===== config.mk =====
export PLATFORM = sky130hd
export DESIGN_NAME = sensor_pwr_sequencer
export DESIGN_NICKNAME = d
export VERILOG_FILES = /design/src/rtl/sensor_pwr_seq_pkg.sv /design/src/rtl/sensor_pwr_tracker.sv /design/src/rtl/sensor_pwr_stepper.sv /design/src/rtl/sensor_pwr_sequencer.sv
export SDC_FILE = /design/constraint.sdc
export NUM_CORES = 1
export LEC_CHECK = 0
export BUFFER_PORTS_ARGS = -buffer_cell sky130_fd_sc_hd__buf_2
export CAP_MARGIN = 40
export CORE_MARGIN = 5
export CORE_UTILIZATION = 40
export CTS_BUF_LIST = sky130_fd_sc_hd__clkbuf_4
export DETAILED_ROUTE_END_ITERATION = 12
export GPL_TIMING_DRIVEN = 0
export PLACE_DENSITY_LB_ADDON = 0.12
export RECOVER_POWER = 50
export SYNTH_ARGS = -nofsm -noshare
export SYNTH_HDL_FRONTEND = slang
export SYNTH_SLANG_ARGS = --single-unit

===== constraint.sdc =====
create_clock -name clk -period 2.6 [get_ports clk]
set_clock_uncertainty 0.15 [all_clocks]
set_input_delay 0.26 -clock clk [delete_from_list [all_inputs] [get_ports clk]]
set_output_delay 0.26 -clock clk [all_outputs]
set_load 0.05 [all_outputs]

===== src/rtl/sensor_pwr_seq_pkg.sv =====
package sensor_pwr_seq_pkg;

    localparam int ADDR_W     = 9;
    localparam int DATA_W     = 16;
    localparam int CMD_W      = 3;
    localparam int IDX_W      = 3;
    localparam int MODE_BIT   = 0;
    localparam logic [ADDR_W-1:0] MODE_REG  = 9'd192;
    localparam logic [DATA_W-1:0] MODE_MASK = DATA_W'(1) << MODE_BIT;

    localparam logic [CMD_W-1:0] CMD_POWER_UP    = 3'd1;
    localparam logic [CMD_W-1:0] CMD_CAPTURE_ON  = 3'd2;
    localparam logic [CMD_W-1:0] CMD_CAPTURE_OFF = 3'd3;
    localparam logic [CMD_W-1:0] CMD_POWER_DOWN  = 3'd4;
    localparam logic [CMD_W-1:0] CMD_CLOCK_OFF   = 3'd5;

    typedef enum logic [1:0] {
        PS_OFF     = 2'd0,
        PS_STANDBY = 2'd1,
        PS_IDLE    = 2'd2,
        PS_CAPTURE = 2'd3
    } pwr_state_t;

    typedef enum logic [1:0] {
        OP_WRITE,
        OP_READ,
        OP_MODIFY
    } op_kind_t;

    typedef enum logic [1:0] {
        SQ_IDLE,
        SQ_REQ,
        SQ_RSP
    } seq_phase_t;

    typedef struct packed {
        op_kind_t              kind;
        logic                  last;
        logic [ADDR_W-1:0]     addr;
        logic [DATA_W-1:0]     data;
    } step_t;

    function automatic step_t mk(op_kind_t k, logic l, logic [ADDR_W-1:0] a,
                                 logic [DATA_W-1:0] d);
        step_t s;
        s.kind = k;
        s.last = l;
        s.addr = a;
        s.data = d;
        return s;
    endfunction

    // Ordered write lists; shut-down replays the bring-up blocks in reverse.
    function automatic step_t step_lookup(logic [CMD_W-1:0] cmd, logic [IDX_W-1:0] idx);
        step_t s;
        s = mk(OP_WRITE, 1'b1, '0, '0);
        case (cmd)
            CMD_POWER_UP: begin
                case (idx)
                    3'd0:    s = mk(OP_WRITE, 1'b0, 9'd32,  16'h2003);
                    3'd1:    s = mk(OP_WRITE, 1'b0, 9'd64,  16'h0001);
                    3'd2:    s = mk(OP_WRITE, 1'b0, 9'd40,  16'h0003);
                    3'd3:    s = mk(OP_WRITE, 1'b0, 9'd48,  16'h0001);
                    default: s = mk(OP_WRITE, 1'b1, 9'd112, 16'h0007);
                endcase
            end
            CMD_POWER_DOWN: begin
                case (idx)
                    3'd0:    s = mk(OP_WRITE, 1'b0, 9'd112, 16'h0000);
                    3'd1:    s = mk(OP_WRITE, 1'b0, 9'd48,  16'h0000);
                    3'd2:    s = mk(OP_WRITE, 1'b0, 9'd40,  16'h0000);
                    3'd3:    s = mk(OP_WRITE, 1'b0, 9'd64,  16'h0000);
                    default: s = mk(OP_WRITE, 1'b1, 9'd32,  16'h2002);
                endcase
            end
            CMD_CLOCK_OFF:
                s = mk(OP_WRITE, 1'b1, 9'd34, 16'h0000);
            CMD_CAPTURE_ON:
                s = (idx == 3'd0) ? mk(OP_READ, 1'b0, MODE_REG, '0)
                                  : mk(OP_MODIFY, 1'b1, MODE_REG, MODE_MASK);
            CMD_CAPTURE_OFF:
                s = (idx == 3'd0) ? mk(OP_READ, 1'b0, MODE_REG, '0)
                                  : mk(OP_MODIFY, 1'b1, MODE_REG, '0);
            default: ;
        endcase
        return s;
    endfunction

    function automatic logic cmd_legal(pwr_state_t st, logic [CMD_W-1:0] cmd);
        case (cmd)
            CMD_POWER_UP:    return (st == PS_OFF) || (st == PS_STANDBY);
            CMD_CAPTURE_ON:  return st == PS_IDLE;
            CMD_CAPTURE_OFF: return st == PS_CAPTURE;
            CMD_POWER_DOWN:  return st == PS_IDLE;
            CMD_CLOCK_OFF:   return st == PS_STANDBY;
            default:         return 1'b0;
        endcase
    endfunction

    function automatic pwr_state_t cmd_target(logic [CMD_W-1:0] cmd);
        case (cmd)
            CMD_POWER_UP:    return PS_IDLE;
            CMD_CAPTURE_ON:  return PS_CAPTURE;
            CMD_CAPTURE_OFF: return PS_IDLE;
            CMD_POWER_DOWN:  return PS_STANDBY;
            default:         return PS_OFF;
        endcase
    endfunction

endpackage


===== src/rtl/sensor_pwr_tracker.sv =====
module sensor_pwr_tracker
    import sensor_pwr_seq_pkg::*;
(
    input  logic             clk,
    input  logic             rst,
    input  logic             cmd_valid,
    input  logic [CMD_W-1:0] cmd_code,
    input  logic             busy,
    input  logic             finish,
    output logic             start,
    output logic             cmd_err,
    output pwr_state_t       state_q
);
    pwr_state_t target_q;
    logic       err_q;
    logic       legal;

    always_comb begin
        legal = cmd_legal(state_q, cmd_code);
        start = cmd_valid && !busy && legal;
    end

    always_ff @(posedge clk) begin
        if (rst) begin
            state_q  <= PS_OFF;
            target_q <= PS_OFF;
            err_q    <= 1'b0;
        end else begin
            err_q <= cmd_valid && !busy && !legal;
            if (start)
                target_q <= cmd_target(cmd_code);
            if (finish)
                state_q <= target_q;
        end
    end

    assign cmd_err = err_q;
endmodule


===== src/rtl/sensor_pwr_stepper.sv =====
module sensor_pwr_stepper
    import sensor_pwr_seq_pkg::*;
(
    input  logic              clk,
    input  logic              rst,
    input  logic              start,
    input  logic [CMD_W-1:0]  start_cmd,
    input  logic              req_ack,
    input  logic              rsp_valid,
    input  logic [DATA_W-1:0] rsp_rdata,
    output logic              req_valid,
    output logic              req_write,
    output logic [ADDR_W-1:0] req_addr,
    output logic [DATA_W-1:0] req_wdata,
    output logic              busy,
    output logic              finish,
    output logic              done
);
    seq_phase_t        phase_q;
    logic [CMD_W-1:0]  cmd_q;
    logic [IDX_W-1:0]  idx_q;
    logic [DATA_W-1:0] rd_q;
    logic              done_q;
    step_t             entry;

    always_comb begin
        entry     = step_lookup(cmd_q, idx_q);
        req_valid = (phase_q == SQ_REQ);
        req_write = (entry.kind != OP_READ);
        req_addr  = entry.addr;
        req_wdata = (entry.kind == OP_MODIFY) ? ((rd_q & ~MODE_MASK) | (entry.data & MODE_MASK))
                                              : entry.data;
        finish    = req_valid && req_ack && (entry.kind != OP_READ) && entry.last;
        busy      = (phase_q != SQ_IDLE);
    end

    always_ff @(posedge clk) begin
        if (rst) begin
            phase_q <= SQ_IDLE;
            cmd_q   <= '0;
            idx_q   <= '0;
            rd_q    <= '0;
            done_q  <= 1'b0;
        end else begin
            done_q <= 1'b0;
            case (phase_q)
                SQ_IDLE: begin
                    if (start) begin
                        cmd_q   <= start_cmd;
                        idx_q   <= '0;
                        phase_q <= SQ_REQ;
                    end
                end
                SQ_REQ: begin
                    if (req_ack) begin
                        if (entry.kind == OP_READ) begin
                            phase_q <= SQ_RSP;
                        end else if (entry.last) begin
                            phase_q <= SQ_IDLE;
                            done_q  <= 1'b1;
                        end else begin
                            idx_q <= idx_q + 1'b1;
                        end
                    end
                end
                SQ_RSP: begin
                    if (rsp_valid) begin
                        rd_q    <= rsp_rdata;
                        idx_q   <= idx_q + 1'b1;
                        phase_q <= SQ_REQ;
                    end
                end
                default: phase_q <= SQ_IDLE;
            endcase
        end
    end

    assign done = done_q;
endmodule


===== src/rtl/sensor_pwr_sequencer.sv =====
module sensor_pwr_sequencer
    import sensor_pwr_seq_pkg::*;
(
    input  logic        clk,
    input  logic        rst,
    input  logic        cmd_valid,
    input  logic [2:0]  cmd_code,
    output logic        busy,
    output logic        done,
    output logic        cmd_err,
    output logic [1:0]  state_o,
    output logic        req_valid,
    output logic        req_write,
    output logic [8:0]  req_addr,
    output logic [15:0] req_wdata,
    input  logic        req_ack,
    input  logic        rsp_valid,
    input  logic [15:0] rsp_rdata
);
    logic       start;
    logic       finish;
    pwr_state_t state_q;

    sensor_pwr_tracker u_tracker (
        .clk       (clk),
        .rst       (rst),
        .cmd_valid (cmd_valid),
        .cmd_code  (cmd_code),
        .busy      (busy),
        .finish    (finish),
        .start     (start),
        .cmd_err   (cmd_err),
        .state_q   (state_q)
    );

    sensor_pwr_stepper u_stepper (
        .clk       (clk),
        .rst       (rst),
        .start     (start),
        .start_cmd (cmd_code),
        .req_ack   (req_ack),
        .rsp_valid (rsp_valid),
        .rsp_rdata (rsp_rdata),
        .req_valid (req_valid),
        .req_write (req_write),
        .req_addr  (req_addr),
        .req_wdata (req_wdata),
        .busy      (busy),
        .finish    (finish),
        .done      (done)
    );

    assign state_o = state_q;
endmodule


# Word level (Yosys, flattened, before mapping)
# Index checks and enable logic that the tools add are counted.
# W data, S select, Z words.
[totals]
word_cells = 81
regBits = 30
out_inout_bits = 32
in_bits = 24
[classes]
reduce_logical = 21
bitwise_logic = 3
n_eq_ne = 27
mux = 21
add_sub_neg = 1
[ops]
columns = ["operator", "count"]
rows = [
  ["$pmux W26 S4", 2],
  ["$pmux W28 S5", 1],
  ["$mux W28", 2],
  ["$eq A3 B2 Y1 const B", 6],
  ["$mux W16", 1],
  ["$or A16 B1 Y16", 1],
  ["$mux W3", 5],
  ["$eq A3 B3 Y1 const B", 4],
  ["$pmux W2 S3", 2],
  ["$mux W2", 5],
  ["$eq A3 B1 Y1 const B", 3],
  ["$pmux W3 S3", 1],
  ["$eq A2 B2 Y1 const B", 4],
  ["$ne A2 B2 Y1 const B", 4],
  ["$eq A2 B1 Y1 const B", 3],
  ["$logic_and A1 B1 Y1", 6],
  ["$reduce_and A6 Y1", 1],
  ["$logic_not A2 Y1", 2],
  ["$ne A2 B1 Y1 const B", 2],
  ["$pmux W1 S4", 1],
  ["$reduce_and A2 Y1", 2],
  ["$reduce_and A4 Y1", 1],
  ["$reduce_or A2 Y1", 2],
  ["$reduce_or A4 Y1", 1],
  ["other kinds (9)", 11],
]

# Longest topological paths before layout
[logic_depth]
ltp_word = 7
mapped_depth = 9
mapped_depth_nobuf = 7

# By module
# Synthesis repeated with hierarchy kept, for this count alone.
[hier_totals]
hier_cells = 224
area_unflattened_um2 = 1828.0
[modules_own_cells]
columns = ["mod", "area_each_um2", "cells_per_inst", "instances", "seq_area_each_um2"]
rows = [
  ["sensor_pwr_stepper", 1582.8, 196, 1, 480.5],
  ["sensor_pwr_tracker", 245.2, 28, 1, 100.1],
]

# Least setup slack after synthesis
# Ideal clock, no wire load.
[synth_timing]
path_kind = "register -> output"
from = "reg u_stepper.cmd_q[2]"
to = "out req_wdata[2]"
t_required_ns = 2.190
arrival_ns = 2.354
path_buffers = 2
path_stages_with_launch = 9
slack_ns = -0.164
cell_sequence = "dfxtp_1 > clkbuf_1 > inv_1 > ha_1 > nand2b_1 > nor3_1 > clkbuf_1 > nand2_1 > o21ai_0"
[synth_via]
elab_chain_len = 4
word_cells_on_any_way = 8
classes_between = "eq/ne: 6; mux: 2"
[synth_rtl]
columns = ["element", "line_no", "source"]
rows = [
  ["start, declared", "sensor_pwr_stepper.sv:20", "logic [CMD_W-1:0] cmd_q;"],
  ["start signal, assigned", "sensor_pwr_stepper.sv:49", "cmd_q <= start_cmd;"],
  ["$eq A3 B2 Y1 (tied with other cells)", "sensor_pwr_seq_pkg.sv:57", "case (cmd)"],
  ["$pmux W28 S5 *", "sensor_pwr_seq_pkg.sv:57", ""],
  ["$eq A2 B2 Y1", "sensor_pwr_stepper.sv:31", "req_wdata = (entry.kind == OP_MODIFY) ? ((rd_q & ~MODE_MASK) | (entry.data & MODE_MASK))"],
  ["$mux W16 *", "sensor_pwr_stepper.sv:31", ""],
  ["end, declared", "sensor_pwr_sequencer.sv:15", "output logic [15:0] req_wdata,"],
]
# Mark *: on every way between the ends. The rest lies on a longest branch, timed or not.

# Worst setup path after layout
# Same ends and word-level chain as after synthesis.

==> flow_metrics.env <==
export IMPL_status="complete, no violations"
export IMPL_fmax_mhz=395.8
export IMPL_crit_path_max_fanout=5
export IMPL_path_class="flip-flop to output port"
export IMPL_routedWlPerCell_um=13.12
export IMPL_synthDistinctLibCells=44
export IMPL_finalNetCount=332
export IMPL_fin_crit_sh_pct=97.19
export IMPL_worst_pin_slew_ns=0.6941
export IMPL_final_max_slew_viol_count=0
export IMPL_cts_max_path_buffers=2
export IMPL_antenna_left=0
export IMPL_cts_sinks=29
export IMPL_power_leakage_uw=0.0009929
export IMPL_place_gp_congestion=0.8817
export IMPL_endpoint="req_wdata[2]"
export IMPL_yosysSeqAreaShare_pct=32.75
export IMPL_seq_power_share_pct=53.9
export IMPL_vias=1758
export IMPL_drive_above_1_share_pct=29.63
export IMPL_ios=56
export IMPL_reg2reg_depth=7
export IMPL_arrival_ns=2.12
export IMPL_ir_worst_vdd_uv=246.6
export IMPL_total_power_uw=840.0
export IMPL_syn_avg_cell_area_um2=7.642
export IMPL_grt_max_degree=11
export IMPL_swShare_pct=28.30
export IMPL_p_per_area_mw_per_mm2=354.5
export IMPL_via_per_inst=5.037
export IMPL_startpoint="u_stepper.cmd_q[2]"
export IMPL_combPwrFrac_pct=15.0
export IMPL_hpwlAfterDp_mm=3.303
export IMPL_htreeDepth=2
export IMPL_reg2reg_from="u_stepper.idx_q[1]"
export IMPL_period_minus_slack_ns=2.527
export IMPL_firstDrtPassIters=4
export IMPL_numCtsBuffers=5
export IMPL_drt_total_wl_mm=4.579
export IMPL_cts_tree="built"
export IMPL_grt_remaining_overflow=0
export IMPL_coreArea_mm2=0.004324
export IMPL_crit_required_ns=2.19
export IMPL_die_y_um=76.58
export IMPL_postSynthCellCount=232
export IMPL_grt_first_pass_wirelength_mm=7.500
export IMPL_final_util_pct=54.80
export IMPL_r2r_end="u_stepper.phase_q[0]"
export IMPL_synth_seq_cells=29
export IMPL_setup_viol=0
export IMPL_cts_root_buffer="clkbuf_4"
export IMPL_yosysTopAreaCell="dfxtp_1"
export IMPL_fp_row_count=24
export IMPL_start_util_pct=41.00
export IMPL_holdBufCountCts=0
export IMPL_die_area_mm2=0.005864
export IMPL_clk_pin_slew_ns=0.09
export IMPL_slew_limit_headroom_pct=53.73
export IMPL_synth_top_area_share_pct=32.75
export IMPL_p_int_uw=602.2
export IMPL_r2r_slack_ns=0.25
export IMPL_hold_viol_final=0
export IMPL_cp_start_kind="flip-flop"
export IMPL_cap_viol_max_count=0
export IMPL_area_delta_synth_final_pct=33.66
export IMPL_end_kind="output port"
export IMPL_fillers=439
export IMPL_diodes=0
export IMPL_min_path_type="primary input to flip-flop"
export IMPL_clkPwrFrac_pct=31.0
export IMPL_switching_power_uw=237.8
export IMPL_yosys_warnings=0
export IMPL_antenna_found_initial=0
export IMPL_grt_pass1_vias=1634
export IMPL_die_w_um=76.58
export IMPL_grtUsageTotal_pct=15.27
export IMPL_io_buffers=51
export IMPL_remaining_drc_errors=0
export IMPL_clkLatencyLatePin_ns=0.33
export IMPL_synth_area_leaders="dfxtp_1, nand2_1, ha_1"
export IMPL_drt_initial_drc_count=69
export IMPL_syn_area_mm2=0.001773
==> per-stage QoR <==
step | worst slack [ns] | TNS [ns] | instance area (um2) | instances | hold slack, ns
finish | 0.07315 | 0 | 2370 | 349 | 0.01325
floorplan | -0.1281 | -0.2561 | 1790 | 234 | 0.2056
CTS | 0.007631 | 0 | 2260 | 344 | 0.004918
global route | -0.006909 | -0.01450 | 2370 | 349 | 0.01043
global placement | -0.7187 | -8.243 | 2111 | 337 | 0.2878
detailed placement | -0.6804 | -7.714 | 2111 | 337 | 0.2923
==> power groups by stage <==
stage                     registers, uW  clock network, uW  logic, uW
after floorplan                     467                  0       78.4
after global placement              462                  0        123
after detailed placement            462                  0        123
after CTS                           453                268        126
after global routing                454                284        139
final                               453                261        126
==> cells in the mapped netlist (all sizes together) <==
master,instances
a211o,3
a211oi,1
a21oi,22
a221o,1
a221oi,1
a31o,1
a31oi,2
a32oi,2
a41oi,1
and2,14
and4b,2
buf,11
clkbuf,10
conb,1
dfxtp,29
ha,11
inv,11
mux2i,6
nand2,40
nand2b,5
nand3,2
nand3b,1
nor2,20
nor2b,3
nor3,3
nor4,1
nor4b,2
o2111ai,1
o211ai,2
o21a,1
o21ai,11
o21bai,1
o221a,1
o31ai,1
o32ai,1
or2,1
or3,2
or3b,1
or4,2
xor2,1
==> worst min-delay path by stage <==
stage,depth (start not counted),endpoint,startpoint
5_1_grt,3,u_stepper.rd_q[7],rsp_rdata[7]
3_3_place_gp,2,u_stepper.rd_q[8],u_stepper.rd_q[8]
6_report,3,u_stepper.rd_q[13],rsp_rdata[13]
3_5_place_dp,2,u_stepper.rd_q[10],u_stepper.rd_q[10]
2_1_floorplan,1,u_tracker.target_q[0],cmd_code[0]
4_1_cts,3,u_stepper.rd_q[13],rsp_rdata[13]
==> repair_timing <==
item	CTS	global route
pin swaps	1	1
endpoints found under the setup margin	24	18
buffers inserted	1	4
gates cloned	0	1
resized for setup	28	24
==> flip-flops by register name, summed over array words and instances, names as in the netlist <==
register            cells
u_tracker.state_q       2
u_stepper.idx_q         3
u_stepper.rd_q         15
u_stepper.cmd_q         3
u_tracker.cmd_err       1
u_tracker.target_q      2
u_stepper.phase_q       2
u_stepper.done          1
==> cells by family after synthesis <==
family	after synthesis	synth area share (%)
multiplexers	6	3.388
buffers and inverters	32	8.962
other	1	0.2115
flip-flops	29	32.75
XOR/XNOR	1	0.4941
adder cells (fa/ha/maj)	11	7.763
AND/OR/NAND/NOR	99	27.52
AO/OA/AOI/OAI	53	18.91
==> area by class of cell <==
type	count	area (um2)	area share, %
Buffer	20	137.6	5.808
Clock buffer	6	45.04	1.901
Clock inverter	1	3.754	0.1584
Inverter	11	45.04	1.901
Multi-Input combinational cell	173	1089	45.93
Sequential cell	29	583.1	24.60
Tap cell	52	65.06	2.746
Timing Repair Buffer	57	401.6	16.95
==> per-layer routing <==
| layer | vias to the layer above | part of all wire [%] | GRT usage (%) |
|---|---|---|---|
| met5 | - | 0 | 0 |
| met4 | 0 | 1.4 | 5.245 |
| met3 | 9 | 5.4 | 4.137 |
| met2 | 48 | 47 | 24.91 |
| met1 | 793 | 46 | 19.27 |
| li1 | 908 | - | - |
==> worst max-delay path, cell delays in order (launching register included) <==
cell and delay, ns:
dfxtp_2 0.35, buf_8 0.10, clkinvlp_4 0.10, ha_4 0.25, nand2b_4 0.17, nor3_4 0.22, buf_12 0.14, buf_8 0.10
nand2_1 0.06, o21ai_1 0.11, buf_6 0.18
==> layout by cell type, fill, tap and decap left out, types with 6 or more instances in the layout <==
master and n:
o21ai_1 7, and2_2 8, buf_4 19, dfxtp_1 27, mux2i_1 6, inv_1 10
nor2_1 19, ha_1 10, a21oi_1 22, nand2_1 40, and2_1 6, clkbuf_4 8
buf_2 28, clkbuf_1 13, buf_6 10
No activity file was read; power rests on OpenSTA's default activity.
